===== src/rtl/pcm_gain_pkg.sv =====
package pcm_gain_pkg;
    parameter int SAMPLE_W = 16;
    parameter int CODE_W   = 7;
    parameter int CODE_MAX = 80;
    parameter int CODE_UNITY = 40;
    parameter int FRAC_W   = 14;
    parameter int MULT_W   = FRAC_W + 4;
    parameter int PROD_W   = SAMPLE_W + MULT_W + 1;
    parameter int LANES    = 2;

    typedef logic signed [SAMPLE_W-1:0] sample_t;
    typedef logic [MULT_W-1:0]          mult_t;

    typedef struct packed {
        logic    stg1_vld;
        sample_t stg1_smp;
        mult_t   stg1_mult;
        logic    out_vld;
        sample_t out_smp;
    } lane_state_t;

    // Linear multiplier for one half-decibel code, rounded to nearest.
    function automatic mult_t code_to_mult(input int code);
        real lin;
        lin = 10.0 ** ((code - CODE_UNITY) / 40.0);
        return mult_t'($rtoi(lin * (2.0 ** FRAC_W) + 0.5));
    endfunction
endpackage


===== src/rtl/pcm_gain_lut.sv =====
module pcm_gain_lut
    import pcm_gain_pkg::*;
(
    input  logic [CODE_W-1:0] code,
    output mult_t             mult
);
    localparam int TBL_N = CODE_MAX + 1;

    mult_t             tbl [TBL_N];
    logic [CODE_W-1:0] code_clamped;

    for (genvar i = 0; i < TBL_N; i++) begin : g_tbl
        localparam mult_t ENTRY = code_to_mult(i);
        assign tbl[i] = ENTRY;
    end

    always_comb begin
        code_clamped = (int'(code) > CODE_MAX) ? CODE_W'(CODE_MAX) : code;
        mult         = tbl[code_clamped];
    end
endmodule


===== src/rtl/pcm_gain_lane.sv =====
module pcm_gain_lane
    import pcm_gain_pkg::*;
(
    input  logic              clk,
    input  logic              rst_n,
    input  sample_t           in_smp,
    input  logic              in_vld,
    input  logic [CODE_W-1:0] gain_code,
    output sample_t           out_smp,
    output logic              out_vld
);
    localparam mult_t MULT_MIN   = code_to_mult(0);
    localparam mult_t MULT_MAX   = code_to_mult(CODE_MAX);
    localparam mult_t MULT_UNITY = code_to_mult(CODE_UNITY);
    localparam logic signed [PROD_W-1:0] RND_HALF = PROD_W'(1) <<< (FRAC_W - 1);
    localparam logic signed [PROD_W-1:0] POS_LIM  = PROD_W'((1 << (SAMPLE_W - 1)) - 1);
    localparam logic signed [PROD_W-1:0] NEG_LIM  = -(PROD_W'(1) <<< (SAMPLE_W - 1));

    lane_state_t st_d, st_q;
    mult_t       lut_mult;
    logic signed [PROD_W-1:0] prod, rounded, scaled;

    pcm_gain_lut u_lut (
        .code (gain_code),
        .mult (lut_mult)
    );

    always_comb begin
        st_d    = st_q;
        prod    = PROD_W'(st_q.stg1_smp) * $signed({1'b0, st_q.stg1_mult});
        rounded = prod + RND_HALF;
        scaled  = rounded >>> FRAC_W;

        st_d.stg1_vld = in_vld;
        if (in_vld) begin
            st_d.stg1_smp  = in_smp;
            st_d.stg1_mult = lut_mult;
        end

        st_d.out_vld = st_q.stg1_vld;
        if (st_q.stg1_vld) begin
            if (scaled > POS_LIM)      st_d.out_smp = sample_t'(POS_LIM);
            else if (scaled < NEG_LIM) st_d.out_smp = sample_t'(NEG_LIM);
            else                       st_d.out_smp = sample_t'(scaled);
        end
    end

    always_ff @(posedge clk) begin
        if (!rst_n) st_q <= '0;
        else        st_q <= st_d;
    end

    assign out_smp = st_q.out_smp;
    assign out_vld = st_q.out_vld;


    vld_follow_chk: assert property (@(posedge clk) disable iff (!rst_n)
        st_q.stg1_vld |=> out_vld);

    vld_quiet_chk: assert property (@(posedge clk) disable iff (!rst_n)
        !st_q.stg1_vld |=> !out_vld);

    hold_chk: assert property (@(posedge clk) disable iff (!rst_n)
        !st_q.stg1_vld |=> $stable(out_smp));

    unity_chk: assert property (@(posedge clk) disable iff (!rst_n)
        (st_q.stg1_vld && st_q.stg1_mult == MULT_UNITY) |=> out_smp == $past(st_q.stg1_smp));

    sign_pos_chk: assert property (@(posedge clk) disable iff (!rst_n)
        (st_q.stg1_vld && st_q.stg1_smp >= 0) |=> out_smp >= 0);

    sign_neg_chk: assert property (@(posedge clk) disable iff (!rst_n)
        (st_q.stg1_vld && st_q.stg1_smp < 0) |=> out_smp <= 0);

    mult_range_chk: assert property (@(posedge clk) disable iff (!rst_n)
        st_q.stg1_vld |-> (st_q.stg1_mult >= MULT_MIN && st_q.stg1_mult <= MULT_MAX));
endmodule


===== src/rtl/pcm_volume_ctrl.sv =====
module pcm_volume_ctrl
    import pcm_gain_pkg::*;
(
    input  logic                clk,
    input  logic                rst_n,
    input  logic [SAMPLE_W-1:0] in_l,
    input  logic                in_l_vld,
    input  logic [SAMPLE_W-1:0] in_r,
    input  logic                in_r_vld,
    input  logic [CODE_W-1:0]   gain_l,
    input  logic [CODE_W-1:0]   gain_r,
    output logic [SAMPLE_W-1:0] out_l,
    output logic                out_l_vld,
    output logic [SAMPLE_W-1:0] out_r,
    output logic                out_r_vld
);
    sample_t           smp_in  [LANES];
    sample_t           smp_out [LANES];
    logic              vld_in  [LANES];
    logic              vld_out [LANES];
    logic [CODE_W-1:0] codes   [LANES];

    assign smp_in[0] = in_l;     assign smp_in[1] = in_r;
    assign vld_in[0] = in_l_vld; assign vld_in[1] = in_r_vld;
    assign codes[0]  = gain_l;   assign codes[1]  = gain_r;

    // one independent lane per channel
    for (genvar ch = 0; ch < LANES; ch++) begin : g_lane
        pcm_gain_lane u_lane (
            .clk       (clk),
            .rst_n     (rst_n),
            .in_smp    (smp_in[ch]),
            .in_vld    (vld_in[ch]),
            .gain_code (codes[ch]),
            .out_smp   (smp_out[ch]),
            .out_vld   (vld_out[ch])
        );
    end

    assign out_l     = smp_out[0];
    assign out_l_vld = vld_out[0];
    assign out_r     = smp_out[1];
    assign out_r_vld = vld_out[1];
endmodule


===== config.mk =====
export PLATFORM = sky130hd
export DESIGN_NAME = pcm_volume_ctrl
export DESIGN_NICKNAME = d
export VERILOG_FILES = /design/src/rtl/pcm_gain_pkg.sv /design/src/rtl/pcm_gain_lut.sv /design/src/rtl/pcm_gain_lane.sv /design/src/rtl/pcm_volume_ctrl.sv
export SDC_FILE = /design/constraint.sdc
export NUM_CORES = 2
export LEC_CHECK = 0
export ABC_AREA = 0
export CORE_UTILIZATION = 38
export CTS_CLUSTER_DIAMETER = 60
export DETAILED_ROUTE_END_ITERATION = 16
export GPL_TIMING_DRIVEN = 0
export PLACE_DENSITY = 0.6
export SLEW_MARGIN = 25
export SYNTH_ARGS = -nofsm -noshare
export SYNTH_HDL_FRONTEND = slang
export SYNTH_SLANG_ARGS = --single-unit

===== constraint.sdc =====
create_clock -name clk -period 18.4 [get_ports clk]
set_input_delay 3.68 -clock clk [delete_from_list [all_inputs] [get_ports clk]]
set_output_delay 3.68 -clock clk [all_outputs]
set_load 0.01 [all_outputs]

==> qor.csv <==
metric;value;unit
WS Path Type;primary input to flop;
Placed Cells;4323;
combinational power share;0.618;
Vias/cell;5.421;
total CTS buffers;9;
CP required;18.67;ns
CTS Hold Bufs;0;
overall power;1.295;mW
clock share of power;0.172;
antenna violations before repair;1;
IO Port Bufs;75;
most frequent cell after synthesis;inv_1;
fmax;128.3;MHz
worst hold path type;flop to flop;
Synth area leaders;fa_1 33%, ha_1 12%, dfxtp_1 7.7%;
first-pass GRT wire length;136.9;mm
r2r setup slk;10.65;ns
Int Pwr;653.3;uW
clock sinks;104;
CTS clk-pin slew, worst paths;0.09;ns
Core Region;70270;um2
endpoints failing setup;0;
outcome;complete, no violations;
drt wl/cell;19.75;um
crit end category;flop;
Max-slew headroom;0.2980;
Initial Utilization;0.3857;
Synth Flop Type;dfxtp_1;
Data arrival, critical path;8.06;ns
Worst-Margin Slew;1.053;ns
clk_skew;0.008424;ns
Tcrit/Tclk final;0.4234;
cells on worst reg2reg path;25;
Net Sw Frac;0.4954;
synth unique cells;89;
grt ovf;0;
Setup Total Neg Slack;0;ns
YS warnings;0;
fin. max-slew vios;0;
WL final;85.72;mm
share of the synthesized area in the top cell type;0.3279;
largest area contributor in the netlist;fa_1;
Crit Path Max Fanout;10;
Synth Area per Inst;8.193;um2
Hold WS;0.4670;ns
GRT Total Usage;0.2468;
Starting DRT DRC Count;1769;
P_sw;641.4;uW
hold path cells;2;
Lkg Pwr;13.84;nW
layout cells sized above 1;0.03707;
ANT nets after route;0;
FF+latch count, synth;104;
Startpoint Class;primary input;
H-tree depth;3;
Reg power frac;0.210;
io pins;84;
RSZ-0062 raised after global routing;false;
Syn-to-layout area delta;8.277;%
# DRC;0;
clock period minus worst slack;7.791;ns
Post-synth ARST share;0;
CTS tree;yes;
Cells after Synth;3308;
TritonRoute pass-1 iters;9;
post-CTS sizing;0;
post-CTS setup buffer count;0;
min-delay src;g_lane[0].u_lane.out_smp[15];
DP HPWL;69.13;mm
Syn Nets;4066;
worst setup margin;10.61;ns
nets@finish;4152;
clock latency on the worst-skew pair;0.40;ns
Max Root-Sink Buffers;2;
GPL Wtd Cong;0.9790;
vias in the first global route;24241;
final non-filler cell total;4340;
via count;23528;
Post-synth EDFFs;0;
maximum number of pins on one net before global-route repair;20;
height of the chip;269.1;um
Max-Cap Viols;0;
most frequent cells after synthesis;538 x inv_1, 444 x fa_1, 425 x nand2_1;
die footprint;72400;um2
Final Hold Vio Count;0;
root buffer cell;clkbuf_16;
Max VDD drop;0.03656;mV
post-synthesis sequential area ratio;0.07682;
RR Endpoint;g_lane[0].u_lane.out_smp[7];
Power Density;44.12;nW/um2
row count;97;
Chip Width;269.1;um
Hold EP;g_lane[0].u_lane.out_smp[15];
Post-Place Worst Slack;10.37;ns
mapped cell area;27100;um2
r2r startpoint;g_lane[0].u_lane.st_q[42];
[worst max path at each step]
stage / start / to / slack, ns / cells past startpoint
finish: gain_r[0] / g_lane[1].u_lane.st_q[18] / 10.61 / 14
floorplan: g_lane[1].u_lane.st_q[42] / g_lane[1].u_lane.out_smp[10] / 11.88 / 21
CTS: g_lane[0].u_lane.st_q[42] / g_lane[0].u_lane.out_smp[13] / 10.66 / 25
detailed placement: gain_r[0] / g_lane[1].u_lane.st_q[18] / 10.37 / 14
global route: g_lane[0].u_lane.st_q[42] / g_lane[0].u_lane.out_smp[7] / 10.25 / 25
global placement: gain_r[0] / g_lane[1].u_lane.st_q[18] / 10.21 / 14
[cell usage in the layout, fill, tap and decap left out, drive strengths merged, types with 20 or more instances in the layout]
cell type,Yosys,routed
a211oi,34,34
a21oi,176,176
a31oi,35,35
and2,275,275
buf,66,66
clkbuf,183,192
clkdlybuf4s50,0,75
dfxtp,104,104
fa,444,444
ha,264,264
inv,538,541
mux2i,36,36
nand2,436,436
nand2b,30,30
nand3,31,31
nor2,163,163
nor3,20,20
o211ai,44,44
o21ai,159,159
xnor2,28,28
[cells by family after synthesis]
kind of cell               count (synthesis)  share of synthesized area
adders and majority gates                708                     0.4498
buffers and inverters                    789                     0.1155
DFF                                      104                    0.07682
and+or+nand+nor                         1017                     0.1799
AOI/OAI and AO/OA                        605                     0.1474
xor gates and xnor gates                  46                    0.01514
muxes                                     39                    0.01537
[routing by layer]
layer	GRT usage	vias to the layer above	share of wire
met5	0	-	0
met2	0.4298	892	0.49
met4	0.1170	0	0.050
li1	-	10721	-
met1	0.3047	11724	0.40
met3	0.02594	191	0.055
[worst max-delay path: stages]
cell,delay (ns)
clkdlybuf4s50_1,0.52
o41a_1,0.46
o21ai_1,0.55
nand2_1,0.41
clkinv_1,0.33
ha_1,0.19
clkbuf_1,0.45
nand2_1,0.31
nor2_1,0.34
o31ai_1,0.15
o21ai_0,0.20
nor2_1,0.06
nor2_1,0.28
a21oi_1,0.11
[per-stage QoR]
step | area (um2) | utilization
6_report | 29350 | 0.4176
5_1_grt | 29350 | 0.4176
4_1_cts | 29340 | 0.4176
3_5_place_dp | 29030 | 0.4131
3_3_place_gp | 29030 | 0.4131
2_1_floorplan | 27100 | -
[state kept, by name, indices dropped and copies added, names as in the netlist]
register               count
g_lane.u_lane.st_d         2
g_lane.u_lane.out_vld      2
g_lane.u_lane.st_q        68
g_lane.u_lane.out_smp     32
[power by group through the flow]
stage               clock (mW)  sequential [mW]  combinational, mW
finish                   0.223            0.273              0.800
global route             0.236            0.275              0.903
CTS                      0.228            0.272              0.803
detailed placement           0            0.277              0.797
global placement             0            0.277              0.799
floorplan                    0            0.261              0.565
[layout make-up]
class	instances	area (um2)
Tap cell	940	1176
Inverter	540	2027
Clock inverter	7	88.84
Antenna cell	1	2.502
Timing Repair Buffer	75	750.7
Fill cell	7255	40920
Multi-Input combinational cell	2415	21890
Sequential cell	104	2082
Buffer	249	1104
Clock buffer	9	225.2
Note: power is estimated with default switching activity, not from simulation.
